[src/rtl/pmf_pkg.sv]
package pmf_pkg;

    localparam int unsigned PMF_DEF_WIDTH = 8;
    localparam int unsigned PMF_DEF_DELAY = 3;

    // controller phases, visited in this order per sample
    typedef enum logic [2:0] {
        PH_IDLE    = 3'd0,
        PH_CAPTURE = 3'd1,
        PH_ADD     = 3'd2,
        PH_PRESENT = 3'd3,
        PH_HISTORY = 3'd4,
        PH_RETURN  = 3'd5
    } phase_t;

    // one internal request/acknowledge pair
    typedef struct packed {
        logic req;
        logic ack;
    } hs_pair_t;

endpackage

[src/rtl/pmf_latch.sv]
module pmf_latch #(
    parameter int unsigned W = 8
) (
    input  logic         clk,
    input  logic         rst,
    input  logic         req,
    input  logic [W-1:0] d,
    output logic         ack,
    output logic [W-1:0] q
);
    // follows d while req is high, holds while low; ack trails req by a cycle
    always_ff @(posedge clk) begin
        if (rst) begin
            q   <= '0;
            ack <= 1'b0;
        end else begin
            ack <= req;
            if (req) q <= d;
        end
    end
endmodule

[src/rtl/pmf_adder.sv]
module pmf_adder #(
    parameter int unsigned W     = 8,
    parameter int unsigned DELAY = 3
) (
    input  logic         clk,
    input  logic         rst,
    input  logic         req,
    input  logic [W-1:0] a,
    input  logic [W-1:0] b,
    output logic         ack,
    output logic [W-1:0] mean
);
    localparam int unsigned CW = (DELAY < 2) ? 1 : $clog2(DELAY + 1);

    logic [W:0]    wide_sum;
    logic [CW-1:0] cnt;

    assign wide_sum = {1'b0, a} + {1'b0, b};
    assign mean     = wide_sum[W:1];

    // matched delay: ack rises DELAY edges after req is first seen
    always_ff @(posedge clk) begin
        if (rst || !req) begin
            cnt <= '0;
            ack <= 1'b0;
        end else if (!ack) begin
            if (cnt == CW'(DELAY - 1)) ack <= 1'b1;
            else                       cnt <= cnt + 1'b1;
        end
    end
endmodule

[src/rtl/pmf_outreg.sv]
module pmf_outreg #(
    parameter int unsigned W = 8
) (
    input  logic         clk,
    input  logic         rst,
    input  logic         load,
    input  logic [W-1:0] d,
    output logic [W-1:0] q
);
    always_ff @(posedge clk) begin
        if (rst)       q <= '0;
        else if (load) q <= d;
    end
endmodule

[src/rtl/pmf_ctrl.sv]
module pmf_ctrl
    import pmf_pkg::*;
(
    input  logic clk,
    input  logic rst,
    input  logic in_req,
    input  logic out_ack,
    input  logic cap_ack,
    input  logic add_ack,
    input  logic hist_ack,
    output logic cap_req,
    output logic add_req,
    output logic hist_req,
    output logic load,
    output logic in_ack,
    output logic out_req
);
    phase_t ph, ph_nx;

    always_comb begin
        ph_nx = ph;
        unique case (ph)
            PH_IDLE:    if (in_req)   ph_nx = PH_CAPTURE;
            PH_CAPTURE: if (cap_ack)  ph_nx = PH_ADD;
            PH_ADD:     if (add_ack)  ph_nx = PH_PRESENT;
            PH_PRESENT: if (out_ack)  ph_nx = PH_HISTORY;
            PH_HISTORY: if (hist_ack) ph_nx = PH_RETURN;
            PH_RETURN:  if (!in_req && !out_ack && !cap_ack && !add_ack && !hist_ack)
                            ph_nx = PH_IDLE;
            default:    ph_nx = PH_IDLE;
        endcase
    end

    always_ff @(posedge clk) begin
        if (rst) ph <= PH_IDLE;
        else     ph <= ph_nx;
    end

    assign cap_req  = (ph == PH_CAPTURE);
    assign add_req  = (ph == PH_ADD);
    assign hist_req = (ph == PH_HISTORY);
    assign out_req  = (ph == PH_PRESENT);
    assign load     = (ph == PH_ADD) && add_ack;
    assign in_ack   = (ph == PH_ADD) || (ph == PH_PRESENT) ||
                      (ph == PH_HISTORY) || (ph == PH_RETURN);
endmodule

[src/rtl/pmf_filter.sv]
module pmf_filter
    import pmf_pkg::*;
#(
    parameter int unsigned W         = PMF_DEF_WIDTH,
    parameter int unsigned ADD_DELAY = PMF_DEF_DELAY
) (
    input  logic         clk,
    input  logic         rst,
    input  logic         in_req,
    input  logic [W-1:0] in_data,
    output logic         in_ack,
    output logic         out_req,
    output logic [W-1:0] out_data,
    input  logic         out_ack
);
    hs_pair_t     cap_hs, hist_hs, add_hs;
    logic         load;
    logic [W-1:0] cur_q, prev_q, mean;

    pmf_ctrl ctrl_i (
        .clk      (clk),
        .rst      (rst),
        .in_req   (in_req),
        .out_ack  (out_ack),
        .cap_ack  (cap_hs.ack),
        .add_ack  (add_hs.ack),
        .hist_ack (hist_hs.ack),
        .cap_req  (cap_hs.req),
        .add_req  (add_hs.req),
        .hist_req (hist_hs.req),
        .load     (load),
        .in_ack   (in_ack),
        .out_req  (out_req)
    );

    pmf_latch #(.W(W)) cap_i (
        .clk (clk), .rst (rst), .req (cap_hs.req),
        .d (in_data), .ack (cap_hs.ack), .q (cur_q)
    );

    pmf_latch #(.W(W)) hist_i (
        .clk (clk), .rst (rst), .req (hist_hs.req),
        .d (cur_q), .ack (hist_hs.ack), .q (prev_q)
    );

    pmf_adder #(.W(W), .DELAY(ADD_DELAY)) add_i (
        .clk (clk), .rst (rst), .req (add_hs.req),
        .a (cur_q), .b (prev_q), .ack (add_hs.ack), .mean (mean)
    );

    pmf_outreg #(.W(W)) out_i (
        .clk (clk), .rst (rst), .load (load), .d (mean), .q (out_data)
    );
endmodule

[config.mk]
export PLATFORM = sky130hd
export DESIGN_NAME = pmf_filter
export DESIGN_NICKNAME = d
export VERILOG_FILES = /design/src/rtl/pmf_pkg.sv /design/src/rtl/pmf_latch.sv /design/src/rtl/pmf_adder.sv /design/src/rtl/pmf_outreg.sv /design/src/rtl/pmf_ctrl.sv /design/src/rtl/pmf_filter.sv
export SDC_FILE = /design/constraint.sdc
export NUM_CORES = 1
export LEC_CHECK = 0
export ABC_AREA = 1
export BUFFER_PORTS_ARGS = -buffer_cell sky130_fd_sc_hd__buf_2
export CAP_MARGIN = 25
export CORE_MARGIN = 2
export CORE_UTILIZATION = 55
export DETAILED_ROUTE_END_ITERATION = 8
export GPL_TIMING_DRIVEN = 1
export PLACE_DENSITY = 0.86
export REMOVE_ABC_BUFFERS = 1
export SETUP_SLACK_MARGIN = 0.5
export SLEW_MARGIN = 10
export SYNTH_ARGS = -nofsm -noshare
export SYNTH_HDL_FRONTEND = slang
export SYNTH_SLANG_ARGS = --single-unit
[constraint.sdc]
create_clock -name clk -period 1.6 [get_ports clk]
set_input_delay 0.08 -clock clk [delete_from_list [all_inputs] [get_ports clk]]
set_output_delay 0.08 -clock clk [all_outputs]
set_load 0.1 [all_outputs]
### After elaboration in Yosys (flattened, before gate mapping)

Index checks and enable logic that the tools add are counted.

* bits in registers: 32
* latch bits: 0
* memory bits (writable): 0
* memory bits (read-only): 0
* bits of input ports: 12
* memories: 0

* add/subtract/negate cells: 2
* multiply operators: 0
* div/mod/pow operators: 0
* magnitude comparators: 0
* equality and inequality tests: 12
* shift operators: 0
* mux-type cells: 9
* bitwise operators: 2
* reduce and logical (&&, ||, !) cells: 18

Operator list (count)
* 3-bit 2-to-1 mux: 6
* 3-bit case mux with 6 select lines: 1
* 8-bit by 8-bit adder with 9-bit output: 1
* 2-bit inequality test (second input constant): 4
* 3-bit by 2-bit == test with 1-bit output (second input constant): 2
* 3-bit == test (second input constant): 2
* 1-bit logical NOT: 6
* 6-bit AND reduction: 1
* 1-bit logical AND: 5
* 1-bit logical OR: 4
* 2-bit by 1-bit inequality test with 1-bit output (second input constant): 2
* 3-bit by 1-bit == test with 1-bit output (second input constant): 1
* 3-bit logical NOT: 1
* 2-bit by 1-bit adder with 2-bit output (second input constant): 1
* 2-bit == test (second input constant): 1
* 1-bit 2-to-1 mux: 2
* 1-bit inverter: 2
* 2-bit AND reduction: 1

### Depth between registers and ports, before layout

Gate-level depths: netlist of the first run.

* depth after elaboration: 7
* mapped depth: 11

### Cells and area by module

Synthesis of the first run repeated with hierarchy kept, for this count alone.

* cells, all modules: 289
* area total of the unflattened synthesis: 1875.5 um2

Modules (own cells, without submodules)
* pmf_latch: times used 2, cells an instance 54, area an instance 369.1 um2, seq. area each 180.2 um2
* pmf_adder: times used 1, cells an instance 73, area an instance 467.9 um2, seq. area each 60.1 um2
* pmf_outreg: times used 1, cells an instance 51, area an instance 341.6 um2, seq. area each 160.2 um2
* pmf_ctrl: times used 1, cells an instance 57, area an instance 327.8 um2, seq. area each 60.1 um2

### Worst setup path after synthesis of the first run

No wires, ideal clock.

* path kind: reg-to-reg
* start point: register ctrl_i.ph[1]
* end point: register ctrl_i.ph[0]
* setup time: 116 ps
* arrival time: 1819 ps
* required time: 1484 ps
* setup slack: -334 ps
* stages on the path, launching flop included: 11
* path buffers: 1
* path through: dfxtp_1 -> buf_2 -> nand2_1 -> nor2_2 -> nand2_1 -> nand2_1 -> nor2_2 -> nand2_1 -> nand2_1 -> nand2_1 -> nor2_2

* word-level cells in the longest chain between the ends: 3
* elaborated cells between the ends (all ways): 14

Ends and longest elaborated chain
* start: declaration: RTL line pmf_ctrl.sv:18 `phase_t ph, ph_nx;`
* start signal: assignment: RTL line pmf_ctrl.sv:36 `else ph <= ph_nx;`
* 3-bit by 2-bit == test with 1-bit output *
* named net out_req: RTL line pmf_filter.sv:12 `output logic out_req,`
* 2-bit by 1-bit inequality test with 1-bit output (no line)
* 6-bit AND reduction (no line)

The timed path passes the listed nets; every way through them passes the cells marked *.
A chain may end at the register's enable or synchronous reset.

### Worst setup path in the final report of the first run

* start point: register cap_i.q[1]
* end point: register out_i.q[6]

* word-level cells in the longest chain between the ends: 1

Ends and longest elaborated chain
* start: declaration: RTL line pmf_latch.sv:9 `output logic [W-1:0] q`
* start signal: assignment: RTL line pmf_latch.sv:14 `q <= '0;`
* start signal: assignment: RTL line pmf_latch.sv:18 `if (req) q <= d;`
* 8-bit by 8-bit adder with 9-bit output: RTL line pmf_adder.sv:18 `assign wide_sum = {1'b0, a} + {1'b0, b};`
* end signal: assignment: RTL line pmf_outreg.sv:11 `if (rst) q <= '0;`
* end signal: assignment: RTL line pmf_outreg.sv:12 `else if (load) q <= d;`
* end: declaration: RTL line pmf_outreg.sv:8 `output logic [W-1:0] q`

No other way between the ends.

==> out/qor.txt, run 1 <==
Yosys Warn Count: 0
# port buffers: 21
CP startpoint kind: flip-flop
Row count: 20
Top-area cell type share of the netlist area: 38.27%
Crit-path cells: ha_4 -> nand2_2 -> inv_1 -> nand2_1 -> nand2_2 -> nand2_2 -> nand3_1 -> nand3_1 -> nand2_1 -> inv_1
Die H: 59.17 µm
Hold path cells: 2
CP Class: flip-flop to flip-flop
# nets final: 321
Crit path max fanout: 4
Ys async rst share: 0%
Placed cell area: 1799 µm²
Area Growth Syn to Fin: 58.30%
Slew @ Worst Pin: 0.8354 ns
Share of cells above drive strength 1: 47.67%
Iter 0 DRT Violations: 91
I/O pin cnt: 22
Critical Path RT: 1.85 ns
Largest net degree at the start of global routing: 22
MaxCap Viol Count: 0
First-pass GRT wire length: 6982 µm
PwrDens: 1489 nW/µm²
TNS Setup: 0 ns
Largest cells by area after synthesis: dfxtp_1, nor2_1, nand2_1
Skew final: 0.01357 ns
Max Fclk: 685.6 MHz
Final worst path period need: 1.458 ns
Final worst-path cycle share: 91.15%
Ant diodes: 0
CP endpoint kind: flip-flop
Detailed-route DRC error count: 0
Register Area: 670.6 µm²
Unique cell type count in the Yosys netlist: 26
Core area: 2978 µm²
Leading area contributor after synthesis: dfxtp_1
CTS clock-pin slew for the worst setup and hold paths: 0.10 ns
H-tree levels: 2
Detailed Route WL: 5333 µm
Wirelength per Cell: 16.02 µm
Fin. Hold Viols: 0
R2r endpoint: out_i.q[6]$_SDFFE_PP0P_
Placed cells: 291
Grt total ovfl: 0
Largest stage delay, worst path: 0.38 ns
Clk Latency, worst-skew pair: 0.35 ns
Cell Area, Synth: 1674 µm²
Via count: 1865
Die W: 59.17 µm
CTS Buffer Depth: 2
Final worst setup slack: 0.1415 ns
Area taken by multi-input logic gates: 1171 µm²
Synthesized area per cell: 6.946 µm²
Most used cell, CP: nand2_2
Fin area: 2650 µm²
List of most frequent post-synthesis cells: nor2_1, nand2_1, dfxtp_1, inv_1, o21ai_0
Non-filler cells, final: 333
Drt via density: 5.601
Slowest CP cell: dfxtp_4
Hpwl dp: 2349 µm
RD Place Congestion: 0.8409
CTS buffer count: 5
Hold_ws: 0.01797 ns
First-pass DRT Iterations: 4
Met2 WL post-DR: 2856 µm
Die area: 3501 µm²
Slew Limit Headroom: 44.24%
Met1 wire length: 1914 µm
RSZ-0062 raised after global routing: true
Top-count cell post-synth: nor2_1
Sequential share of the synthesized area: 38.27%
Starting density of the core: 56.22%
CTS tree: built
R2R Path Start: cap_i.q[1]$_SDFFE_PP0N_
Clock sink total: 32
Post-Syn Instances: 241
Hold WC Path Type: primary input to flip-flop
GRT Total Usage: 27.17%
Met3 routed WL: 288 µm
Status: complete, no violations
Antenna Nets Post-Route: 0
R2r setup slk: 0.14 ns
Yosys reg bits: 32
Clk root buf: clkbuf_4
Pleak: 1.212 nW
Worst-case reg-to-reg path depth: 10
Fin. max-slew vios: 0
Crit path arrival time: 1.71 ns
Hold Crit Start: rst
Overall power: 3.947 mW
WHS Endpoint: ctrl_i.ph[0]$_SDFFE_PP0P_
Number of flops mapped to enable cells by yosys: 0
Filler Cell Count: 144
Antenna violations before repair: 0
IR drop worst, VDD: 0.0009172 V
DR top layer: met4
Setup violators final: 0
Worst slack at placement: 0.1377 ns
Predominant post-synthesis flop cell: dfxtp_1
Number of global-route vias before repair: 1687
Share of the core filled with cells: 88.99%
[power by group]
part	total [mW]	internal, mW	switching [mW]	leakage, nW
Combinational	2.31	1.06	1.24	0.916
Sequential	1.21	0.995	0.210	0.268
Clock	0.436	0.161	0.274	0.0281
[placed cells by master, fill, tap and decap left out, types with 8 or more instances in the layout]
master,instances
o21ai_2,13
nor2_2,13
inv_1,24
dfxtp_2,12
buf_4,17
dlygate4sd3_1,8
nand2_1,30
dfxtp_1,16
nand3_1,11
buf_6,10
nor2_1,48
buf_2,11
[routing by layer]
| metal | track usage, % | vias to the layer above |
|---|---|---|
| met4 | 13.31 | 0 |
| met1 | 26.95 | 867 |
| met3 | 6.332 | 31 |
| li1 | - | 882 |
| met5 | 0 | - |
| met2 | 52.06 | 85 |
[kinds of logic after synthesis]
logic type                 share of synthesized area [%]
buffers and inverters                              9.118
adders and majority gates                          7.175
and+or+nand+nor                                    32.51
xor gates and xnor gates                           2.093
DFF                                                38.27
AOI/OAI and AO/OA                                  10.84
[state kept, by name (all words and copies together) (netlist names)]
signal	flops
hist_i.q	8
cap_i.q	8
add_i.ack	1
hist_i.ack	1
ctrl_i.ph	3
add_i.cnt	2
out_i.q	8
cap_i.ack	1
[worst max-delay path by stage]
stage	slack [ns]	depth (start not counted)	endpoint	from
after detailed placement	0.14	8	out_i.q[3]$_SDFFE_PP0P_	cap_i.q[0]$_SDFFE_PP0N_
after CTS	0.20	8	out_i.q[3]$_SDFFE_PP0P_	cap_i.q[0]$_SDFFE_PP0N_
final	0.14	10	out_i.q[6]$_SDFFE_PP0P_	cap_i.q[1]$_SDFFE_PP0N_
after global routing	0.08	10	out_i.q[6]$_SDFFE_PP0P_	cap_i.q[1]$_SDFFE_PP0N_
after floorplan	-0.36	9	ctrl_i.ph[0]$_SDFFE_PP0P_	ctrl_i.ph[1]$_SDFFE_PP0P_
after global placement	0.19	8	out_i.q[3]$_SDFFE_PP0P_	cap_i.q[0]$_SDFFE_PP0N_
[worst max-delay path, delay by kind of cell (launching register included)]
family	cells	cell delay, ns
and+or+nand+nor	7	0.61
DFF	1	0.38
adders and majority gates	1	0.27
buffers and inverters	2	0.11
[timing repair]
item                       in CTS  in global routing
pin swaps                      19                 29
cloned                          3                  1
gates resized for setup        81                 59
hold endpoints to repair        8                  0
buffers inserted               15                  8
setup endpoints to repair      40                 38
hold buffers                    8                  0
[layout make-up]
cell class,instances,share of cell area (%)
clock buffer,6,1.558
clock inverter,1,0.1889
inverter,33,5.996
multi-input combinational,171,44.19
sequential,32,25.31
tap,33,1.558
timing repair buffer,54,20.30
timing repair inverter,3,0.8971
Power figures use the tool's default switching activity.
==> run 2, diff against run 1 <==
--- a/config.mk
+++ b/config.mk
@@ -13,6 +13,7 @@
 export DETAILED_ROUTE_END_ITERATION = 8
 export GPL_TIMING_DRIVEN = 1
 export PLACE_DENSITY = 0.86
+export RECOVER_POWER = 50
 export REMOVE_ABC_BUFFERS = 1
 export SETUP_SLACK_MARGIN = 0.5
 export SLEW_MARGIN = 10
==> run 2 against run 1 <==
  * Count of clock-buffer cells in the layout unchanged
  * Critical endpoint is now hist_i.q[1]$_SDFFE_PP0P_
  * Clock power increased by 1%
  * Largest cell class unchanged
  * Setup slack got worse by 0.013 ns
  * Largest power group unchanged
  * Critical path type unchanged
  * Cell count unchanged
==> out/qor.txt, run 2 (synthesized netlist as in run 1, its figures left out) <==
Status: complete, no violations
RD Place Congestion: 0.8409
Filler Cell Count: 160
Antenna violations before repair: 0
Grt total ovfl: 0
Die H: 59.17 µm
Critical Path RT: 1.86 ns
Number of global-route vias before repair: 1687
Crit path max fanout: 6
# nets final: 321
CTS clock-pin slew for the worst setup and hold paths: 0.11 ns
H-tree levels: 2
Clock sink total: 32
Wirelength per Cell: 16.00 µm
Clk Latency, worst-skew pair: 0.35 ns
Core area: 2978 µm²
RSZ-0062 raised after global routing: true
First-pass DRT Iterations: 4
Placed cells: 291
Iter 0 DRT Violations: 149
Starting density of the core: 56.22%
Fin. max-slew vios: 0
Commonest non-fill, non-tap cell in the layout: nor2_1
Ant diodes: 0
MaxCap Viol Count: 0
First-pass GRT wire length: 6982 µm
Via count: 1862
IR drop worst, VDD: 0.0009342 V
Fin. Hold Viols: 0
CP endpoint kind: flip-flop
GRT Total Usage: 27.17%
R2r endpoint: hist_i.q[1]$_SDFFE_PP0P_
Drt via density: 5.592
Final worst path period need: 1.472 ns
Clk root buf: clkbuf_4
# port buffers: 21
Hold path cells: 2
CTS tree: built
Crit path arrival time: 1.73 ns
Top flop regs: cap_i.q: 8 flops, hist_i.q: 8 flops, out_i.q: 8 flops
Share of cells above drive strength 1: 46.33%
Worst Setup SP: ctrl_i.ph[2]$_SDFFE_PP0P_
CTS buffer count: 5
Antenna Nets Post-Route: 0
Final worst-path cycle share: 91.99%
Area Growth Syn to Fin: 55.08%
TNS Setup: 0 ns
I/O pin cnt: 22
Detailed-route DRC error count: 0
Slew @ Worst Pin: 0.8440 ns
Row count: 20
Setup violators final: 0
CP Capture Point: hist_i.q[1]$_SDFFE_PP0P_
R2R Path Start: ctrl_i.ph[2]$_SDFFE_PP0P_
Die area: 3501 µm²
CP Class: flip-flop to flip-flop
Max Fclk: 679.4 MHz
Hold WC Path Type: primary input to flip-flop
Non-filler cells, final: 333
Pleak: 1.195 nW
Die W: 59.17 µm
Slew Limit Headroom: 43.67%
Largest net degree at the start of global routing: 22
Most frequent cells in the layout: nor2_1, nand2_1, inv_1
Skew final: 0.01736 ns
R2r setup slk: 0.13 ns
Detailed Route WL: 5327 µm
Hpwl dp: 2349 µm
CTS Buffer Depth: 2
PwrDens: 1513 nW/µm²
Worst-case reg-to-reg path depth: 7
CP startpoint kind: flip-flop
==> run 2: changes by cell type in the layout (fill, tap and decap cells not counted), sizes merged <==
cell and change:
buf -9, clkbuf +9
==> run 2: routing by layer <==
metal  up-vias  track usage (%)  wire [µm]
li1        883                -          -
met1       869            26.95       2020
met2        74            52.06       2794
met3        36            6.332        227
met4         0            13.31        284
met5         -                0          0
==> run 2: final cells by class <==
class,count,area [µm²],share of cell area [%]
inverters,33,158.9,6.120
clock inverters,1,5.005,0.1928
flip-flops and latches,32,666.9,25.69
multi-input cells,171,1164,44.82
clock buffers,6,41.29,1.590
well taps,33,41.29,1.590
repair inverters,3,23.77,0.9157
repair buffers,54,495.5,19.08
==> run 2: through the flow <==
stage | utilization (%) | hold WS [ns] | worst slack, ns | total power, mW | area (µm²)
6_report | 87.18 | 0.01585 | 0.1282 | 3.928 | 2596
3_5_place_dp | 60.42 | 0.3087 | 0.1377 | 2.242 | 1799
4_1_cts | 79.45 | 0.006116 | 0.1951 | 3.402 | 2366
2_1_floorplan | - | 0.1469 | -0.3638 | 1.996 | 1645
5_1_grt | 87.18 | 0.03766 | 0.04964 | 4.114 | 2596
3_3_place_gp | 60.42 | 0.2996 | 0.1850 | 2.212 | 1799
==> run 2: where the power goes <==
part           total, mW  internal [mW]  leakage [nW]  switching (mW)
logic               2.29           1.05         0.900            1.24
registers           1.20          0.991         0.268           0.207
clock network      0.441          0.161        0.0281           0.280
==> run 2: critical path: stages (launching register included) <==
cell and delay (ns):
dfxtp_1 0.46, buf_4 0.20, nand2_8 0.07, nor2_4 0.15, buf_12 0.15, clkinvlp_4 0.13, nor2_1 0.16, nor2_1 0.06
==> run 2: what timing repair did <==
action | 4_1_cts | 5_1_grt
pin swaps | 19 | 29
hold buffers | 8 | 0
setup buffers | 15 | 8
gates resized for setup | 81 | 59
endpoints found under the setup margin | 40 | 38
hold endpoints to repair | 8 | 0
cloned | 3 | 1
==> run 2: worst min path at each step <==
stage / startpoint / endpoint
floorplan: rst / ctrl_i.ph[0]$_SDFFE_PP0P_
global placement: in_data[5] / cap_i.q[5]$_SDFFE_PP0N_
detailed placement: in_data[2] / cap_i.q[2]$_SDFFE_PP0N_
CTS: rst / ctrl_i.ph[0]$_SDFFE_PP0P_
global route: rst / ctrl_i.ph[0]$_SDFFE_PP0P_
finish: rst / ctrl_i.ph[0]$_SDFFE_PP0P_
